==> src/rtl/sram_ctrl_pkg.sv <==
package sram_ctrl_pkg;

    typedef enum logic [2:0] {
        ST_IDLE,
        ST_READ_ACCESS,
        ST_READ_CAPTURE,
        ST_WRITE_SETUP,
        ST_WRITE_PULSE,
        ST_WRITE_RECOVER,
        ST_TURNAROUND
    } ctrl_state_e;

    // Whole clock cycles covering a delay in ns, never below one.
    function automatic int ns_to_cycles(input int delay_ns, input int period_ns);
        int c;
        c = (delay_ns + period_ns - 1) / period_ns;
        return (c < 1) ? 1 : c;
    endfunction

    function automatic int max_of(input int a, input int b);
        return (a > b) ? a : b;
    endfunction

endpackage

==> src/rtl/sram_ctrl_timer.sv <==
module sram_ctrl_timer #(
    parameter int CNT_W = 8
) (
    input  logic             clk,
    input  logic             rst_n,
    input  logic             load,
    input  logic [CNT_W-1:0] load_val,
    output logic             expired
);

    logic [CNT_W-1:0] cnt_d, cnt_q;

    always_comb begin
        cnt_d = cnt_q;
        if (load) begin
            cnt_d = load_val;
        end else if (cnt_q != '0) begin
            cnt_d = cnt_q - 1'b1;
        end
    end

    always_ff @(posedge clk) begin
        if (!rst_n) begin
            cnt_q <= '0;
        end else begin
            cnt_q <= cnt_d;
        end
    end

    assign expired = (cnt_q == '0);

endmodule

==> src/rtl/sram_ctrl_lanes.sv <==
module sram_ctrl_lanes #(
    parameter int DATA_W = 16,
    localparam int LANES = DATA_W / 8
) (
    input  logic [LANES-1:0]  be,
    output logic [LANES-1:0]  sel_n,
    input  logic [LANES-1:0]  act_n,
    input  logic [DATA_W-1:0] raw,
    output logic [DATA_W-1:0] masked
);

    for (genvar g = 0; g < LANES; g++) begin : g_lane
        assign sel_n[g]            = ~be[g];
        assign masked[g*8 +: 8]    = act_n[g] ? 8'h00 : raw[g*8 +: 8];
    end

endmodule

==> src/rtl/sram_async_ctrl.sv <==
module sram_async_ctrl
    import sram_ctrl_pkg::*;
#(
    parameter int ADDR_W        = 19,
    parameter int DATA_W        = 16,
    parameter int CLK_PERIOD_NS = 4,
    parameter int T_ACC_NS      = 55,
    parameter int T_OE_NS       = 30,
    parameter int T_WP_NS       = 40,
    parameter int T_HIZ_NS      = 30
) (
    input  logic              clk,
    input  logic              rst_n,
    input  logic              req_valid,
    output logic              req_ready,
    input  logic              req_write,
    input  logic [ADDR_W-1:0] req_addr,
    input  logic [1:0]        req_be,
    input  logic [DATA_W-1:0] req_wdata,
    output logic              rsp_valid,
    output logic [DATA_W-1:0] rsp_rdata,
    output logic [ADDR_W-1:0] mem_addr,
    output logic              mem_ce1_n,
    output logic              mem_ce2,
    output logic              mem_we_n,
    output logic              mem_oe_n,
    output logic              mem_lb_n,
    output logic              mem_ub_n,
    output logic [DATA_W-1:0] mem_dq_out,
    output logic              mem_dq_oe,
    input  logic [DATA_W-1:0] mem_dq_in
);

    localparam int LANES   = DATA_W / 8;
    localparam int ACC_CYC = ns_to_cycles(max_of(T_ACC_NS, T_OE_NS), CLK_PERIOD_NS);
    localparam int WP_CYC  = ns_to_cycles(T_WP_NS, CLK_PERIOD_NS);
    localparam int HIZ_CYC = ns_to_cycles(T_HIZ_NS, CLK_PERIOD_NS);
    localparam int MAX_CYC = max_of(ACC_CYC, max_of(WP_CYC, HIZ_CYC));
    localparam int CNT_W   = $clog2(MAX_CYC + 1) + 1;

    typedef struct packed {
        ctrl_state_e       state;
        logic              ready;
        logic              rsp_valid;
        logic [DATA_W-1:0] rdata;
        logic [ADDR_W-1:0] addr;
        logic              sel;
        logic              we_n;
        logic              oe_n;
        logic [LANES-1:0]  lane_n;
        logic [DATA_W-1:0] dq_out;
        logic              dq_oe;
    } ctrl_regs_t;

    localparam ctrl_regs_t REGS_RESET = '{
        state:     ST_IDLE,
        ready:     1'b1,
        rsp_valid: 1'b0,
        rdata:     '0,
        addr:      '0,
        sel:       1'b0,
        we_n:      1'b1,
        oe_n:      1'b1,
        lane_n:    '1,
        dq_out:    '0,
        dq_oe:     1'b0
    };

    ctrl_regs_t regs_d, regs_q;

    logic             tmr_load;
    logic [CNT_W-1:0] tmr_val;
    logic             tmr_expired;
    logic [LANES-1:0] lane_sel_n;
    logic [DATA_W-1:0] rd_masked;

    sram_ctrl_timer #(
        .CNT_W (CNT_W)
    ) timer_i (
        .clk      (clk),
        .rst_n    (rst_n),
        .load     (tmr_load),
        .load_val (tmr_val),
        .expired  (tmr_expired)
    );

    sram_ctrl_lanes #(
        .DATA_W (DATA_W)
    ) lanes_i (
        .be     (req_be),
        .sel_n  (lane_sel_n),
        .act_n  (regs_q.lane_n),
        .raw    (mem_dq_in),
        .masked (rd_masked)
    );

    always_comb begin
        regs_d           = regs_q;
        regs_d.rsp_valid = 1'b0;
        tmr_load         = 1'b0;
        tmr_val          = '0;

        unique case (regs_q.state)
            ST_IDLE: begin
                if (req_valid && regs_q.ready) begin
                    regs_d.ready  = 1'b0;
                    regs_d.addr   = req_addr;
                    regs_d.lane_n = lane_sel_n;
                    regs_d.sel    = 1'b1;
                    if (req_write) begin
                        regs_d.dq_out = req_wdata;
                        regs_d.dq_oe  = 1'b1;
                        regs_d.state  = ST_WRITE_SETUP;
                    end else begin
                        regs_d.oe_n  = 1'b0;
                        regs_d.state = ST_READ_ACCESS;
                        tmr_load     = 1'b1;
                        tmr_val      = CNT_W'(ACC_CYC - 1);
                    end
                end
            end
            ST_READ_ACCESS: begin
                if (tmr_expired) begin
                    regs_d.state = ST_READ_CAPTURE;
                end
            end
            ST_READ_CAPTURE: begin
                regs_d.rdata     = rd_masked;
                regs_d.rsp_valid = 1'b1;
                regs_d.oe_n      = 1'b1;
                regs_d.sel       = 1'b0;
                regs_d.lane_n    = '1;
                regs_d.state     = ST_TURNAROUND;
                tmr_load         = 1'b1;
                tmr_val          = CNT_W'(HIZ_CYC - 1);
            end
            ST_TURNAROUND: begin
                if (tmr_expired) begin
                    regs_d.ready = 1'b1;
                    regs_d.state = ST_IDLE;
                end
            end
            ST_WRITE_SETUP: begin
                regs_d.we_n  = 1'b0;
                regs_d.state = ST_WRITE_PULSE;
                tmr_load     = 1'b1;
                tmr_val      = CNT_W'(WP_CYC - 1);
            end
            ST_WRITE_PULSE: begin
                if (tmr_expired) begin
                    regs_d.we_n  = 1'b1;
                    regs_d.state = ST_WRITE_RECOVER;
                end
            end
            ST_WRITE_RECOVER: begin
                regs_d.sel    = 1'b0;
                regs_d.lane_n = '1;
                regs_d.dq_oe  = 1'b0;
                regs_d.ready  = 1'b1;
                regs_d.state  = ST_IDLE;
            end
            default: begin
                regs_d = REGS_RESET;
            end
        endcase
    end

    always_ff @(posedge clk) begin
        if (!rst_n) begin
            regs_q <= REGS_RESET;
        end else begin
            regs_q <= regs_d;
        end
    end

    assign req_ready  = regs_q.ready;
    assign rsp_valid  = regs_q.rsp_valid;
    assign rsp_rdata  = regs_q.rdata;
    assign mem_addr   = regs_q.addr;
    assign mem_ce1_n  = ~regs_q.sel;
    assign mem_ce2    = regs_q.sel;
    assign mem_we_n   = regs_q.we_n;
    assign mem_oe_n   = regs_q.oe_n;
    assign mem_lb_n   = regs_q.lane_n[0];
    assign mem_ub_n   = regs_q.lane_n[LANES-1];
    assign mem_dq_out = regs_q.dq_out;
    assign mem_dq_oe  = regs_q.dq_oe;

endmodule

==> config.mk <==
export PLATFORM = sky130hd
export DESIGN_NAME = sram_async_ctrl
export DESIGN_NICKNAME = d
export VERILOG_FILES = /design/src/rtl/sram_ctrl_pkg.sv /design/src/rtl/sram_ctrl_timer.sv /design/src/rtl/sram_ctrl_lanes.sv /design/src/rtl/sram_async_ctrl.sv
export SDC_FILE = /design/constraint.sdc
export NUM_CORES = 1
export LEC_CHECK = 0
export BUFFER_PORTS_ARGS = -buffer_cell sky130_fd_sc_hd__buf_2
export CAP_MARGIN = 20
export CELL_PAD_IN_SITES_DETAIL_PLACEMENT = 1
export CELL_PAD_IN_SITES_GLOBAL_PLACEMENT = 1
export CORE_MARGIN = 4
export CORE_UTILIZATION = 39
export CTS_CLUSTER_SIZE = 24
export DETAILED_ROUTE_END_ITERATION = 6
export GPL_ROUTABILITY_DRIVEN = 1
export PLACE_DENSITY = 0.89
export SYNTH_ARGS = -nofsm -noshare
export SYNTH_HDL_FRONTEND = slang
export SYNTH_HIERARCHICAL = 1
export SYNTH_SLANG_ARGS = --single-unit
==> constraint.sdc <==
create_clock -name clk -period 2.7 [get_ports clk]
set_input_delay 0.135 -clock clk [delete_from_list [all_inputs] [get_ports clk]]
set_output_delay 0.135 -clock clk [all_outputs]
set_load 0.01 [all_outputs]
After elaboration in Yosys (flattened, before gate mapping)
Cells that the tools add are included.
Operators by class
  add/sub/neg operators: 1
  $mul: 0
  divide/modulo/power cells: 0
  magnitude comparators: 0
  eq/ne operators: 12
  shift-type cells: 0
  multiplexer cells: 30
  bitwise gates (word level): 9
  reduce and logical (&&, ||, !) cells: 21
Operators with widths (count)
  20-bit two-way mux: 2
  19-bit one-hot mux with 2 select lines: 1
  17-bit one-hot mux with 2 select lines: 1
  16-bit one-hot mux with 2 select lines: 1
  3-bit one-hot mux with 6 select lines: 1
  17-bit two-way mux: 1
  4-bit two-way mux: 4
  8-bit two-way mux: 2
  5-bit OR reduction: 3
  4-bit one-hot mux with 3 select lines: 1
  3-bit AND reduction: 4
  6-bit OR reduction: 2
  5-bit two-way mux: 2
  3-bit == test, second input constant: 3
  1-bit NOT: 9
  1-bit one-hot mux with 2 select lines: 4
  4-bit OR reduction: 2
  3-bit by 2-bit == test with 1-bit output, second input constant: 2
  3-bit two-way mux: 2
  2-bit by 1-bit != test with 1-bit output, second input constant: 3
  2-bit != test, second input constant: 3
  1-bit one-hot mux with 3 select lines: 2
  2-bit AND reduction: 3
  5-bit logical NOT: 1
  other kinds (11): 14
Storage, ports and cells
  bits in registers: 67
  bits in latches: 0
  RAM bits: 0
  memory bits (read-only): 0
  input bits: 57
  output and inout bits: 60
  word-level logic and storage cells: 85
  memories: 0

Depth between registers and ports, before layout
  depth in word-level cells: 4
  depth in mapped cells: 9
  depth with buffers taken out: 6

Modules after synthesis
The synthesis kept the hierarchy.
By module, submodules not included
  sram_async_ctrl: instances 1, cells an instance 314, area an instance 2909.0 um^2, sequential area each 1241.2 um^2
  sram_ctrl_timer: instances 1, cells an instance 34, area an instance 300.3 um^2, sequential area each 100.1 um^2
  sram_ctrl_lanes: instances 1, cells an instance 18, area an instance 107.6 um^2, sequential area each 0.0 um^2

Worst setup path after synthesis
OpenSTA, ideal clock, no wires.
  path kind: register -> register
  start: register timer_i.cnt_q[0]
  end: register regs_q[60]
  library setup time: 0.088 ns
  data arrival time: 1.513 ns
  data required time: 2.612 ns
  setup slack: 1.099 ns
  stages on the path, launching flop included: 7
  buffers on the path: 0
  period minus slack after synthesis: 1.601 ns
  path through: dfxtp_1 -> inv_1 -> ha_1 -> nor4b_4 -> nand2_1 -> mux2_1 -> o32ai_2
Between the ends
  word-level cells in the longest chain between the ends: 3
  elaborated cells on any way between the ends: 5
  those cells by class: eq/ne (3); reduce/logical (2)
RTL lines
  start, declared: line sram_ctrl_timer.sv:11  | logic [CNT_W-1:0] cnt_d, cnt_q;
  start signal, assigned: line sram_ctrl_timer.sv:26  | cnt_q <= cnt_d;
  5-bit logical NOT (*): line sram_ctrl_timer.sv:30  | assign expired = (cnt_q == '0);
  net tmr_expired: line sram_async_ctrl.sv:73  | logic tmr_expired;
  2-bit by 1-bit != test with 1-bit output (no line)
  4-bit AND reduction (no line) (*)
  end signal, assigned: line sram_async_ctrl.sv:172  | regs_q <= regs_d;
  end, declared: line sram_async_ctrl.sv:69  | ctrl_regs_t regs_d, regs_q;
Mark *: on every way through the listed nets, which the timed path passes. The rest lies on a longest branch.
A chain may end at the register's enable or synchronous reset.

Worst setup path in the final report
  start: register regs_q[59]
  end: register timer_i.cnt_q[1]
Between the ends
  word-level cells in the longest chain between the ends: 4
  elaborated cells on any way between the ends: 8
  those cells by class: eq/ne (2); mux (3); reduce/logical (3)
RTL lines
  3-bit by 2-bit == test with 1-bit output: line sram_async_ctrl.sv:103  | unique case (regs_q.state)
  2-bit OR reduction (no line)
  1-bit one-hot mux with 2 select lines (*): line sram_async_ctrl.sv:103
  net tmr_load: line sram_async_ctrl.sv:71  | logic tmr_load;
  5-bit two-way mux or 2-bit nonzero test (tied branches)
Marked as above.

==> run_results.csv <==
group,metric,value,unit
clocking,root_buffer,"clkbuf_8",
floorplan,rows,33,
global_routing,gr-usage-all-layers,0.167,
global_routing,grt-ovfl-total,0,
sta,clock_skew,0.0119,ns
pwr,leakagePower,1.76,nW
synth,ys.flop_type,"dfxtp_1",
placement,pre_cts_slack,0.801,ns
clocking,cts_hold_buf,0,
synth,synthCells,366,
global_routing,grt_max_degree,29,
floorplan,dieArea,10000,µm²
worst_setup_path,cpMostUsedCell,"nor2_1",
finish,finalNetCount,478,
synth,synthArstFlopShare,0,
sta,max_slew.worst_pin.slew,0.778,ns
worst_setup_path,reg2reg_slack,0.77,ns
routing,drc,0,
synth,ys_types,46,
worst_setup_path,cp_max_fo,16,
synth,syn_avg_cell_area,9.06,µm²
worst_setup_path,worstSetupPathType,"reg -> reg",
routing,drtIter0Drc,97,
worst_setup_path,critPathLaunchType,"flip-flop",
flow_run,max_cap_viol_count,0,
synth,synth-seq-cells,67,
sta,drv_slew,0,
global_routing,grt_pass1_vias,2810,
worst_setup_path,cpPeakStageDelay,0.73,ns
worst_setup_path,cp.required,2.97,ns
finish,fin_area,3710,µm²
synth,synth-xor-area-share,0.00528,
synth,synth_top_area_cell,"dfxtp_1",
clocking,cts.sinks,67,
status,outcome,"completed",
synth,synth_simple_gate_area_frac,0.208,
finish,areaGrowthSynthToFinish,11.9,%
floorplan,die_h,100,µm
floorplan,core_area,8260,µm²
clocking,clkLatencyLatePin,0.34,ns
worst_setup_path,crit_chain,"nor2_1 > a31oi_1 > nor2_1 > or4_1 > nand3_1",
clocking,cts_tree,"built",
synth,synth.area.mux_share,0.0517,
placement,place_area,3500,µm²
routing,ant_nets,0,
sta,setup_ws,0.769,ns
routing,vias_per_cell,5.16,
clocking,clockBufferDepth,2,
clocking,cts_max_level,3,
placement,port_buffers,116,
sta,min_period,1.93,ns
placement,dp.final_hpwl,6170,µm
synth,synth_top_area_share,0.404,
floorplan,dieWidth,100,µm
synth,seq_area_frac_synth,0.404,
clocking,cts_buffers,9,
sta,fin_tns_setup,0,ns
min_path,hold_class,"in -> reg",
synth,synth-compound-area-share,0.136,
worst_setup_path,worst_path_max_delay_cell,"dfxtp_1",
synth,synthAdderAreaFrac,0.00377,
sta,slew_headroom,0.481,
synth,ys_warn_count,6,
worst_setup_path,cp.arrival,2.20,ns
routing,wl,8460,µm
floorplan,start_util,0.402,
clocking,post_cts_resized,0,
global_routing,grt_pass1_wl,13600,µm
pwr,pwr_density_cell,896,nW/µm²
finish,drive_gt1_frac,0.351,
sta,setup_viol,0,
sta,min_period_over_period,0.715,
synth,synth_area_leaders,"dfxtp_1 40%, buf_4 13%, nand3_1 6.3%, mux2i_1 4.8%, a22o_1 4.2%",
sta,final_hold_viol_count,0,
placement,gp_congestion,0.774,
finish,diodes,0,
worst_setup_path,end_kind,"flip-flop",
pwr,vdd_ir_drop_max,0.337,mV
synth,synth_edf_count,0,
sta,fmax,518,MHz
routing,vias,2737,
routing,wire_per_inst,16.0,µm
floorplan,io-pin-count,117,
synth,syn_area,3320,µm²
global_routing,antenna_found_initial,0,
clocking,cts_setup_buffers,0,
synth,synth_nets,424,
synth,synth_top_family_by_area,"simple AND/OR/NAND/NOR gates",
clocking,clk_pin_slew_worst_paths,0.08,ns
sta,rsz0062_at_grt,"no",
routing,first_pass_iters,4,
-- cells by family after synthesis --
logic type	after synthesis
and+or+nand+nor	122
buffers and inverters	92
DFF	67
AOI/OAI and AO/OA	64
muxes	17
xor gates and xnor gates	2
adders and majority gates	1
other	1
-- path summary, 6_finish.rpt --
kind / start / to / cells past startpoint
max: regs_q[59]$_SDFFE_PN0P_ / timer_i/cnt_q[1]$_SDFFE_PN0P_ / 5
min: req_addr[6] / mem_addr[6]$_SDFFE_PN0P_ / 3
max reg2reg: regs_q[59]$_SDFFE_PN0P_ / timer_i/cnt_q[1]$_SDFFE_PN0P_ / 5
min reg2reg: mem_oe_n$_SDFFE_PN1P_ / mem_oe_n$_SDFFE_PN1P_ / 2
-- where the power goes --
part	internal (mW)	switching, mW	leakage [nW]
Combinational	0.438	0.656	1.12
Sequential	1.16	0.196	0.545
Clock	0.478	0.397	0.0978
Total	2.08	1.25	1.76
-- final cells by class --
class	instances	area [µm²]
Sequential cell	67	1340
Multi-Input combinational cell	207	1350
Clock buffer	11	151
Tap cell	105	131
Fill cell	1024	4550
Timing Repair Buffer	123	633
Inverter	12	45.0
Clock inverter	5	61.3
-- through the flow --
step           cells  power, mW   util  hold WS [ns]
3_3_place_gp     514       2.42  0.424         0.377
6_report         530       3.32  0.449        0.0293
2_1_floorplan    366       2.30      -         0.274
5_1_grt          530       3.53  0.449        0.0259
3_5_place_dp     514       2.47  0.424         0.388
4_1_cts          530       3.36  0.449        0.0135
-- synthesized netlist by cell type, types with 4 or more instances --
master,instances
nor2_1,7
o21ai_0,4
buf_4,57
dfxtp_1,67
a21oi_1,6
o21ai_1,18
mux2i_1,16
clkbuf_1,4
nand3_1,42
buf_2,10
nor2b_1,17
buf_6,7
a22o_1,16
nand2_1,22
inv_1,10
nand4_1,21
-- routing by layer --
layer | vias up | GRT usage | wire length [µm]
met5 | - | 0 | 0
met4 | 0 | 0.0591 | 99
met3 | 8 | 0.0257 | 342
met2 | 57 | 0.313 | 4630
met1 | 1331 | 0.190 | 3390
li1 | 1341 | - | -
-- registers in the layout (all words and copies together) (netlist names) --
signal         flops
mem_addr          19
mem_dq_out        16
rsp_rdata         16
timer_i/cnt_q      5
regs_q             3
mem_ce2            1
mem_dq_oe          1
mem_lb_n           1
mem_oe_n           1
mem_ub_n           1
mem_we_n           1
req_ready          1
rsp_valid          1
-- critical path: cells and delay by family (launching register included) --
kind | cells | cell delay, ns
AND/OR/NAND/NOR | 4 | 0.94
flip-flops | 1 | 0.73
AO/OA/AOI/OAI | 1 | 0.19
-- cells in the final DEF, fill, tap and decap left out, types with 3 or more instances in the layout --
cell type,count
nor2_1,7
clkbuf_8,11
dfxtp_1,67
o21ai_1,18
buf_2,116
clkinvlp_4,3
o21ai_0,4
inv_1,10
nor2b_1,17
buf_4,7
a21oi_1,6
nand2_1,22
a22o_1,16
mux2i_1,16
nand3_1,42
nand4_1,21
Power figures use the tool's default switching activity.
